$ cat src/rtl/nsq_pkg.sv
package nsq_pkg;
  localparam int NPINS    = 16;
  localparam int P_RDMODE = 3;
  localparam int P_RDY    = 4;
  localparam int P_LATCH  = 11;
  localparam int P_STROBE = 12;
  localparam int P_CEN    = 13;
  localparam int P_CLE    = 14;
  localparam int P_ALE    = 15;
  localparam int HI_SHIFT = 8;
  localparam logic [NPINS-1:0] DATA_MASK = 16'hE01F;
  localparam logic [NPINS-1:0] CTRL_OE   = 16'hF808;

  typedef enum logic [1:0] {OP_CTRL = 2'd0, OP_WRITE = 2'd1, OP_READ = 2'd2} op_e;

  typedef enum logic [3:0] {
    ST_IDLE, ST_CTRL, ST_MODE_ON, ST_LATCH_LO, ST_XFER_LO,
    ST_XFER_HI, ST_RESTORE, ST_LATCH_HI, ST_MODE_OFF
  } st_e;

  typedef struct packed {
    logic cen;
    logic cle;
    logic ale;
    logic rdm;
  } ctl_t;

  function automatic logic [NPINS-1:0] byte_to_pins(input logic [7:0] b);
    logic [NPINS-1:0] p;
    p = '0;
    p[4:0] = b[4:0];
    p[7+HI_SHIFT:5+HI_SHIFT] = b[7:5];
    return p;
  endfunction

  function automatic logic [7:0] pins_to_byte(input logic [NPINS-1:0] p);
    return {p[7+HI_SHIFT:5+HI_SHIFT], p[4:0]};
  endfunction
endpackage

$ cat src/rtl/nsq_phase_timer.sv
module nsq_phase_timer #(
  parameter int CW = 6
) (
  input  logic          clk,
  input  logic          rst,
  input  logic          load,
  input  logic [CW-1:0] len,
  output logic          last
);
  logic [CW-1:0] cnt;

  always_ff @(posedge clk) begin
    if (rst)              cnt <= '0;
    else if (load)        cnt <= len - CW'(1);
    else if (cnt != '0)   cnt <= cnt - CW'(1);
  end

  assign last = (cnt == '0);
endmodule

$ cat src/rtl/nsq_pin_drive.sv
module nsq_pin_drive
  import nsq_pkg::*;
(
  input  logic             clk,
  input  logic             rst,
  input  st_e              state,
  input  logic             is_read,
  input  logic [7:0]       wbyte,
  input  ctl_t             ctl,
  output logic [NPINS-1:0] pin_o,
  output logic [NPINS-1:0] pin_oe
);
  logic [NPINS-1:0] idle_o, nxt_o, nxt_oe;
  logic             latch_lvl;

  always_comb begin
    latch_lvl = !(state inside {ST_LATCH_LO, ST_XFER_LO, ST_XFER_HI, ST_RESTORE});
    idle_o = '0;
    idle_o[P_LATCH]  = latch_lvl;
    idle_o[P_STROBE] = 1'b1;
    idle_o[P_CEN]    = ctl.cen;
    idle_o[P_CLE]    = ctl.cle;
    idle_o[P_ALE]    = ctl.ale;
    idle_o[P_RDMODE] = ctl.rdm;
    nxt_o  = idle_o;
    nxt_oe = CTRL_OE;
    if (state inside {ST_XFER_LO, ST_XFER_HI}) begin
      nxt_oe = '0;
      nxt_oe[P_LATCH]  = 1'b1;
      nxt_oe[P_STROBE] = 1'b1;
      nxt_o = '0;
      nxt_o[P_STROBE] = (state == ST_XFER_HI);
      if (!is_read) begin
        nxt_oe = nxt_oe | DATA_MASK;
        nxt_o  = nxt_o | byte_to_pins(wbyte);
      end
    end
  end

  always_ff @(posedge clk) begin
    if (rst) begin
      pin_o  <= (NPINS'(1) << P_LATCH) | (NPINS'(1) << P_STROBE) | (NPINS'(1) << P_CEN);
      pin_oe <= CTRL_OE;
    end else begin
      pin_o  <= nxt_o;
      pin_oe <= nxt_oe;
    end
  end
endmodule

$ cat src/rtl/nand_pin_seq.sv
module nand_pin_seq
  import nsq_pkg::*;
#(
  parameter int CW = 6
) (
  input  logic          clk,
  input  logic          rst,
  input  logic          req_valid,
  input  logic [1:0]    req_op,
  input  logic          req_sel,
  input  logic          req_cle,
  input  logic          req_ale,
  input  logic          req_cmd_en,
  input  logic [7:0]    req_byte,
  input  logic [CW-1:0] cfg_lo,
  input  logic [CW-1:0] cfg_hi,
  output logic          busy,
  output logic          done,
  output logic [7:0]    rd_byte,
  output logic          dev_ready,
  input  logic [15:0]   pin_i,
  output logic [15:0]   pin_o,
  output logic [15:0]   pin_oe
);
  localparam logic [CW-1:0] MIN_PH = CW'(2);

  st_e           state, nxt;
  ctl_t          ctl_q;
  logic          rd_q, cmd_q, samp_pend, t_load, t_last, accept, fin;
  logic [7:0]    byte_q;
  logic [CW-1:0] lo_q, hi_q, t_len;

  assign accept = req_valid && (state == ST_IDLE) &&
                  (req_op inside {OP_CTRL, OP_WRITE, OP_READ});

  always_comb begin
    nxt = state;
    fin = 1'b0;
    case (state)
      ST_IDLE: if (accept) begin
        case (req_op)
          OP_CTRL:  nxt = ST_CTRL;
          OP_WRITE: nxt = ST_LATCH_LO;
          default:  nxt = ST_MODE_ON;
        endcase
      end
      ST_CTRL:     begin nxt = cmd_q ? ST_LATCH_LO : ST_IDLE; fin = !cmd_q; end
      ST_MODE_ON:  nxt = ST_LATCH_LO;
      ST_LATCH_LO: nxt = ST_XFER_LO;
      ST_XFER_LO:  if (t_last) nxt = ST_XFER_HI;
      ST_XFER_HI:  if (t_last) nxt = ST_RESTORE;
      ST_RESTORE:  nxt = ST_LATCH_HI;
      ST_LATCH_HI: begin nxt = rd_q ? ST_MODE_OFF : ST_IDLE; fin = !rd_q; end
      ST_MODE_OFF: begin nxt = ST_IDLE; fin = 1'b1; end
      default:     nxt = ST_IDLE;
    endcase
  end

  assign t_load = (nxt != state) && (nxt inside {ST_XFER_LO, ST_XFER_HI});
  assign t_len  = (nxt == ST_XFER_LO) ? lo_q : hi_q;

  nsq_phase_timer #(.CW(CW)) u_timer (
    .clk(clk), .rst(rst), .load(t_load), .len(t_len), .last(t_last)
  );

  always_ff @(posedge clk) begin
    if (rst) begin
      state     <= ST_IDLE;
      ctl_q     <= '{cen: 1'b1, cle: 1'b0, ale: 1'b0, rdm: 1'b0};
      rd_q      <= 1'b0;
      cmd_q     <= 1'b0;
      byte_q    <= '0;
      lo_q      <= MIN_PH;
      hi_q      <= MIN_PH;
      samp_pend <= 1'b0;
      done      <= 1'b0;
      rd_byte   <= '0;
      dev_ready <= 1'b0;
    end else begin
      state     <= nxt;
      done      <= fin;
      samp_pend <= (state == ST_XFER_LO) && t_last;
      if (accept) begin
        rd_q   <= (req_op == OP_READ);
        cmd_q  <= req_cmd_en;
        byte_q <= req_byte;
        lo_q   <= (cfg_lo < MIN_PH) ? MIN_PH : cfg_lo;
        hi_q   <= (cfg_hi < MIN_PH) ? MIN_PH : cfg_hi;
        if (req_op == OP_CTRL) begin
          ctl_q.cen <= !req_sel;
          ctl_q.cle <= req_cle;
          ctl_q.ale <= req_ale;
        end
        if (req_op == OP_READ) ctl_q.rdm <= 1'b1;
      end
      if (state == ST_LATCH_HI && nxt == ST_MODE_OFF) ctl_q.rdm <= 1'b0;
      if (samp_pend && rd_q) rd_byte <= pins_to_byte(pin_i);
      if (state == ST_IDLE) dev_ready <= pin_i[P_RDY];
    end
  end

  assign busy = (state != ST_IDLE);

  nsq_pin_drive u_drive (
    .clk(clk), .rst(rst), .state(state), .is_read(rd_q), .wbyte(byte_q),
    .ctl(ctl_q), .pin_o(pin_o), .pin_oe(pin_oe)
  );

  AST_STROBE_UNDER_LATCH: assert property (@(posedge clk) disable iff (rst)
    !pin_o[P_STROBE] |-> !pin_o[P_LATCH]);
  AST_STROBE_MIN_LOW: assert property (@(posedge clk) disable iff (rst)
    $rose(pin_o[P_STROBE]) |-> !$past(pin_o[P_STROBE], 2));
  AST_READ_PINS_INPUT: assert property (@(posedge clk) disable iff (rst)
    (!pin_o[P_STROBE] && rd_q) |-> ((pin_oe & DATA_MASK) == '0));
  AST_IDLE_LATCH_OPEN: assert property (@(posedge clk) disable iff (rst)
    !busy |-> (pin_o[P_LATCH] && pin_o[P_STROBE]));
  AST_BUSY_ENDS_WITH_DONE: assert property (@(posedge clk) disable iff (rst)
    $fell(busy) |-> done);
  AST_DONE_SINGLE: assert property (@(posedge clk) disable iff (rst)
    done |=> !done);
endmodule

$ cat config.mk
export PLATFORM = sky130hd
export DESIGN_NAME = nand_pin_seq
export DESIGN_NICKNAME = d
export VERILOG_FILES = /design/src/rtl/nsq_pkg.sv /design/src/rtl/nsq_phase_timer.sv /design/src/rtl/nsq_pin_drive.sv /design/src/rtl/nand_pin_seq.sv
export SDC_FILE = /design/constraint.sdc
export NUM_CORES = 1
export LEC_CHECK = 0
export ABC_CLOCK_PERIOD_IN_PS = 8000
export BUFFER_PORTS_ARGS = -buffer_cell sky130_fd_sc_hd__buf_2
export CAP_MARGIN = 30
export CORE_MARGIN = 2
export CORE_UTILIZATION = 38
export DETAILED_ROUTE_END_ITERATION = 8
export PLACE_DENSITY = 0.73
export SYNTH_ARGS = -nofsm -noshare
export SYNTH_HDL_FRONTEND = slang
export SYNTH_SLANG_ARGS = --single-unit
$ cat constraint.sdc
create_clock -name clk -period 8 [get_ports clk]
set_clock_uncertainty 0.2 [all_clocks]
set_input_delay 0.4 -clock clk [delete_from_list [all_inputs] [get_ports clk]]
set_output_delay 0.4 -clock clk [all_outputs]
set_load 0.005 [all_outputs]
After elaboration in Yosys (flattened, before gate mapping). Index checks and enable logic that the tools add are counted.

Register bits after elaboration: 79. Input bits: 45. Output and inout bits: 43. Word-level logic and storage cells: 80.

Add/sub/neg operators: 2. Magnitude comparators: 2. Equal/unequal tests: 14. Mux-type cells: 16. Bitwise gates (word level): 2. Reductions and logical operators: 25.

Operators by type and width (number): $mux 16 (3); $pmux 4 s8 (1); $mux 6 (5); $eq 4x3->1 const B (6); $mux 4 (4); $or 13x16->16 (1); $lt 6x2->1 const B (2); $sub 6x1->6 const B (2); $eq 4x2->1 const B (2); $eq 4x4->1 const B (2); $reduce_bool 4->1 (2); $logic_and 1x1->1 (6); $logic_not 6->1 (1); $reduce_bool 2->1 (3); $reduce_bool 6->1 (1); $eq 4x1->1 const B (1); $logic_not 1->1 (4); $logic_not 4->1 (1); $ne 4x4->1 (1); $pmux 2 s2 (1); $reduce_and 2->1 (2); $reduce_or 2->1 (2); $pmux 1 s3 (1); $reduce_bool 3->1 (1); other kinds (6) (6).

Depth between registers and ports, before layout.
Depth in word-level cells: 9. Mapped depth: 11. Mapped depth without buffers: 10.

Hierarchy. Synthesis repeated with hierarchy kept, for this count alone.

Cells, all modules: 311. Area total of the unflattened synthesis: 2753.9 µm².

By module, submodules not included: nand_pin_seq (instances 1, cells each 212, area each 1778.0 µm², sequential area each 820.8 µm²); nsq_pin_drive (instances 1, cells each 60, area each 599.3 µm², sequential area each 240.2 µm²); nsq_phase_timer (instances 1, cells each 39, area each 376.6 µm², sequential area each 120.1 µm²).

Worst setup path before layout. Ideal clock, no wire load.

Path type: register to register. From: register u_timer.cnt[0]. To: register u_timer.cnt[5]. Setup time: 123 ps. Data arrival time: 2405 ps. Required time: 7677 ps. Setup slack: 5271 ps. Cell stages (with the launch flop): 9. Path buffers: 0. Clock period less this slack: 2729 ps. Cells stage by stage: dfxtp_1 -> nor4_4 -> nand2_2 -> mux2_4 -> or2_1 -> or3_1 -> a311o_1 -> nor3_2 -> mux2_1.

Word-level cells in the longest chain between the ends: 7. Elaborated cells between the ends (all ways): 16. Those cells by class: 2 x add/sub; 3 x eq/ne; 6 x mux; 5 x reduce/logical.

Ends and longest elaborated chain: start, declared (line nsq_phase_timer.sv:10) `logic [CW-1:0] cnt;`; start signal, assigned (line nsq_phase_timer.sv:14) `else if (load) cnt <= len - CW'(1);`; start signal, assigned (line nsq_phase_timer.sv:15) `else if (cnt != '0) cnt <= cnt - CW'(1);`; $logic_not 6->1 (line nsq_phase_timer.sv:18) `assign last = (cnt == '0);`; $mux 4 (on tied branches) (line nand_pin_seq.sv:51, nand_pin_seq.sv:50); $pmux 4 s8 (line nand_pin_seq.sv:39) `case (state)`; $eq 4x3->1 (on tied branches) (line nand_pin_seq.sv:59, nand_pin_seq.sv:60); $mux 6 / $reduce_bool 2->1 (equally long branches) (line nand_pin_seq.sv:60, nand_pin_seq.sv:59); $sub 6x1->6 / $logic_and 1x1->1 (equally long branches) (line nsq_phase_timer.sv:14, nand_pin_seq.sv:59); $mux 6 / $reduce_bool 2->1 (equally long branches).

Parallel ways exist; a longest one is shown, timed or not. The select of a mux whose other input is x is not followed. A chain may end at the register's enable or synchronous reset.

Worst setup path after layout.
From: register state[1]. To: register u_timer.cnt[5].

Word-level cells in the longest chain between the ends: 9. Elaborated cells between the ends (all ways): 23. Those cells by class: 1 x add/sub; 10 x eq/ne; 6 x mux; 6 x reduce/logical.

Ends and longest elaborated chain: start, declared (line nand_pin_seq.sv:27) `st_e state, nxt;`; start signal, assigned (line nand_pin_seq.sv:80) `state <= nxt;`; $logic_not 4->1 (line nand_pin_seq.sv:33, nand_pin_seq.sv:39); $logic_and 1x1->1 (2 in series) (line nand_pin_seq.sv:33) `assign accept = req_valid && (state == ST_IDLE) &&`; $mux 4 (line nand_pin_seq.sv:40) `ST_IDLE: if (accept) begin`; $pmux 4 s8 (line nand_pin_seq.sv:39); $eq 4x3->1 (on tied branches) (line nand_pin_seq.sv:59, nand_pin_seq.sv:60); $mux 6 / $reduce_bool 2->1 (equally long branches) (line nand_pin_seq.sv:60, nand_pin_seq.sv:59); $sub 6x1->6 / $logic_and 1x1->1 (equally long branches) (line nsq_phase_timer.sv:14, nand_pin_seq.sv:59); $mux 6 / $reduce_bool 2->1 (equally long branches).

Parallel ways exist; a longest one is shown, timed or not.

==> out/qor.tcl <==
set qor(timing.critical_path.from_type) {register}
set qor(vias_per_cell) 4.96
set qor(critical_path_peak_fanout) 13
set qor(design.die.area_sq_um) 7580
set qor(synth-adder-area-share_pct) 0.477
set qor(synthTopCellsByArea) {dfxtp_1, nand2_1, a21oi_1}
set qor(syn2layout_area_growth_pct) 18.1
set qor(dr_total_vias) 2270
set qor(synth-async-reset-ratio_pct) 0
set qor(worst-r2r-cell-count) 8
set qor(synth-seq-cells) 59
set qor(share_of_the_yosys_chip_area_belonging_to_registers_pct) 45.0
set qor(post_synth_and_or_nand_nor_area_fraction_pct) 25.7
set qor(crit_path_end_kind) {register}
set qor(placedInstanceArea_sq_um) 2880
set qor(synth_xor_area_share_pct) 1.00
set qor(finalWirelength_microns) 5550
set qor(via_count_of_the_first_global_routing_pass) 1993
set qor(synth_top_area_share_pct) 45.0
set qor(final-hold-violation-count) 0
set qor(cell_at_the_slowest_stage_of_the_critical_path) {dfxtp_1}
set qor(core_region_area_sq_um) 6720
set qor(finalSetupViolations) 0
set qor(synth_compound_gate_area_share_pct) 14.6
set qor(layout-drive-gt1-share_pct) 23.5
set qor(floorplan.die.height_microns) 87.1
set qor(synth.most_common_cell) {dfxtp_1}
set qor(wl_per_cell_microns) 12.1
set qor(power.density_nw_per_um2) 256
set qor(synthesis.area_per_instance_sq_um) 8.14
set qor(buffer_ports.inserted) 65
set qor(floorplan.initialDensity_pct) 39.0
set qor(timing.critical_path.from) {state[1]$_SDFF_PP0_}
set qor(timing.fmax_mhz) 323
set qor(drt_drc_violations_left) 0
set qor(tritoncts_clock_tree) {built}
set qor(synth.area.mux_share_pct) 3.67
set qor(totalNegativeSetupSlack_ns) 0
set qor(synth_top_family_by_area) {simple AND/OR/NAND/NOR gates}
set qor(cts_setup_buffers) 0
set qor(final_min_period_over_clock_period_pct) 38.7
set qor(grt_setup_unrepaired) {no}
set qor(antenna_violating_nets_remaining) 0
set qor(worstPathCellList) {or3b_2, nor2_1, mux2_4, or2_1, or3_1, a311o_1, nor3_2, mux2_1}
set qor(cts_num_sinks) 59
set qor(setup.worst_path.class) {reg2reg}
set qor(ys_warn_count) 0
set qor(ioPinCount) 88
set qor(synth.lib_cells_used.distinct) 51
set qor(number_of_slew_limit_violations_in_the_final_report) 0
set qor(synth_flop_type) {dfxtp_1}
set qor(timing.hold.worst.class) {in2reg}
set qor(setup.reg_to_reg.worst_slack_ns) 4.91
set qor(post_route_minimum_period_ns) 3.09
set qor(die_width_microns) 87.1
set qor(critPathMaxStageDelay_ns) 0.57
set qor(diodes) 0
set qor(cts_hold_repair.buffers) 0
set qor(outcome) {finished, final reports clean}
set qor(detailedRoute.firstIterationViolations) 124
set qor(critical_path_sink) {u_timer.cnt[5]$_SDFFE_PP0P_}
set qor(cts_buffer_depth) 2
set qor(worst_ir_drop_vdd_mv) 0.130
set qor(design.final.nets) 419
set qor(cts_resized) 0
set qor(worst_r2r_startpoint) {state[1]$_SDFF_PP0_}
set qor(required_ns) 8.01
set qor(drv.max_cap_violation_count) 0
set qor(slew_headroom_pct) 32.1
set qor(cts_htree_levels) 3
set qor(floorplan.rows) 30
set qor(cp.arrival_ns) 3.11
set qor(global_route.overflow_total) 0
set qor(synth-edff-count) 0
set qor(drt_pass1_iterations) 4
set qor(first_pass_grt_wire_length_microns) 8780
set qor(total_power_uw) 794
set qor(worst-slew-pin-transition_ns) 1.02
set qor(clock_transition_at_the_registers_of_the_reported_paths_ns) 0.06
set qor(syn_area_sq_um) 2620
set qor(antenna_found_initial) 0
set qor(worstReg2RegEnd) {u_timer.cnt[5]$_SDFFE_PP0P_}
set qor(fin_worst_hold_slack_ns) 0.0957
set qor(gp_congestion) 0.875
set qor(postLayoutCellArea_sq_um) 3100
set qor(grt_start_max_net_pins) 48
set qor(syn-instance-count) 322
set qor(static-leakage-power_uw) 0.00127
set qor(grtUsageTotal_pct) 14.8
set qor(netlist_top_cells_count) {dfxtp_1, nand2_1, a21oi_1}
set qor(synth_largest_area_cell) {dfxtp_1}
set qor(numCtsBuffers) 9
set qor(cts.root.buffer_cell) {clkbuf_8}
set qor(worst_skew_pair.late_latency_ns) 0.34
set qor(dpl.hpwl_microns) 3970
how the worst min path moves through the flow:
stage,end,cells after the start,from,slack (ns)
2_1_floorplan,u_drive.pin_o[0]$_SDFF_PP0_,1,byte_q[0]$_SDFFE_PP0P_,0.23
3_3_place_gp,rd_byte[2]$_SDFFE_PP0P_,2,rd_byte[2]$_SDFFE_PP0P_,0.24
3_5_place_dp,u_drive.pin_o[1]$_SDFF_PP0_,1,byte_q[1]$_SDFFE_PP0P_,0.24
4_1_cts,byte_q[1]$_SDFFE_PP0P_,3,req_byte[1],0.09
5_1_grt,byte_q[2]$_SDFFE_PP0P_,3,req_byte[2],0.09
6_report,byte_q[1]$_SDFFE_PP0P_,3,req_byte[1],0.1
sequential cells by signal, indices dropped and copies added, names as in the netlist, 2 cells and up:
name and cells:
state 4, ctl_q 4, u_drive.pin_oe 2, u_timer.cnt 6
u_drive.pin_o 10, rd_byte 8, byte_q 8, lo_q 6
hi_q 6
report_power, final:
group,total (uW),switching [uW],internal (uW)
clock,294,110,184
combinational,161,92.5,68.7
sequential,339,21.1,318
total,794,224,570
worst max-delay path, delay by kind of cell (launching register included):
kind             cells  cell delay, ns
multiplexers         2            0.65
AND/OR/NAND/NOR      5            1.23
AO/OA/AOI/OAI        1            0.32
flip-flops           1            0.57
cell families after synthesis:
group                      after synthesis
and+or+nand+nor                        140
AOI/OAI and AO/OA                       65
DFF                                     59
buffers and inverters                   43
muxes                                    9
xor gates and xnor gates                 3
other                                    2
adders and majority gates                1
metal layers:
| metal | up-vias | global-route usage [%] | wire (microns) |
|---|---|---|---|
| met3 | 12 | 4.17 | 320 |
| li1 | 1174 | - | - |
| met2 | 85 | 23.7 | 2490 |
| met1 | 999 | 18.0 | 2620 |
| met5 | - | 0 | 0 |
| met4 | 0 | 7.53 | 111 |
cells in the final DEF, fill, tap and decap left out, types with 2 or more instances in the layout:
master     instances
inv_1              6
bufinv_16          2
o21ai_0            8
and2_1             4
clkbuf_8          10
xnor2_1            2
o21ai_1            2
or3_1              2
a211oi_1           2
clkbuf_1           2
dfxtp_1           59
buf_2             65
nand2b_1           3
mux2i_1            7
nand2_1           54
nand3_1           11
a31oi_1            2
nand4_1            2
nor3b_1            4
nor4_1             5
nor2_1            30
nor3_1            16
conb_1            14
a21oi_1           35
o21bai_1           3
per-stage QoR:
| step | cells | setup WS, ns | util [%] |
|---|---|---|---|
| 6_report | 458 | 4.91 | 46.1 |
| 5_1_grt | 458 | 4.69 | 46.1 |
| 4_1_cts | 458 | 4.91 | 46.1 |
| 3_5_place_dp | 442 | 4.94 | 42.8 |
| 3_3_place_gp | 442 | 4.99 | 42.8 |
| 2_1_floorplan | 334 | 5.27 | - |
cell type report:
| cell class | instances | area [sq um] |
|---|---|---|
| sequential | 59 | 1180 |
| timing repair buffer | 65 | 325 |
| inverter | 6 | 22.5 |
| multi-input combinational | 232 | 1250 |
| tap | 80 | 100 |
| clock buffer | 12 | 145 |
| fill | 641 | 3620 |
| clock inverter | 4 | 73.8 |
No activity file was read; power rests on OpenSTA's default activity.
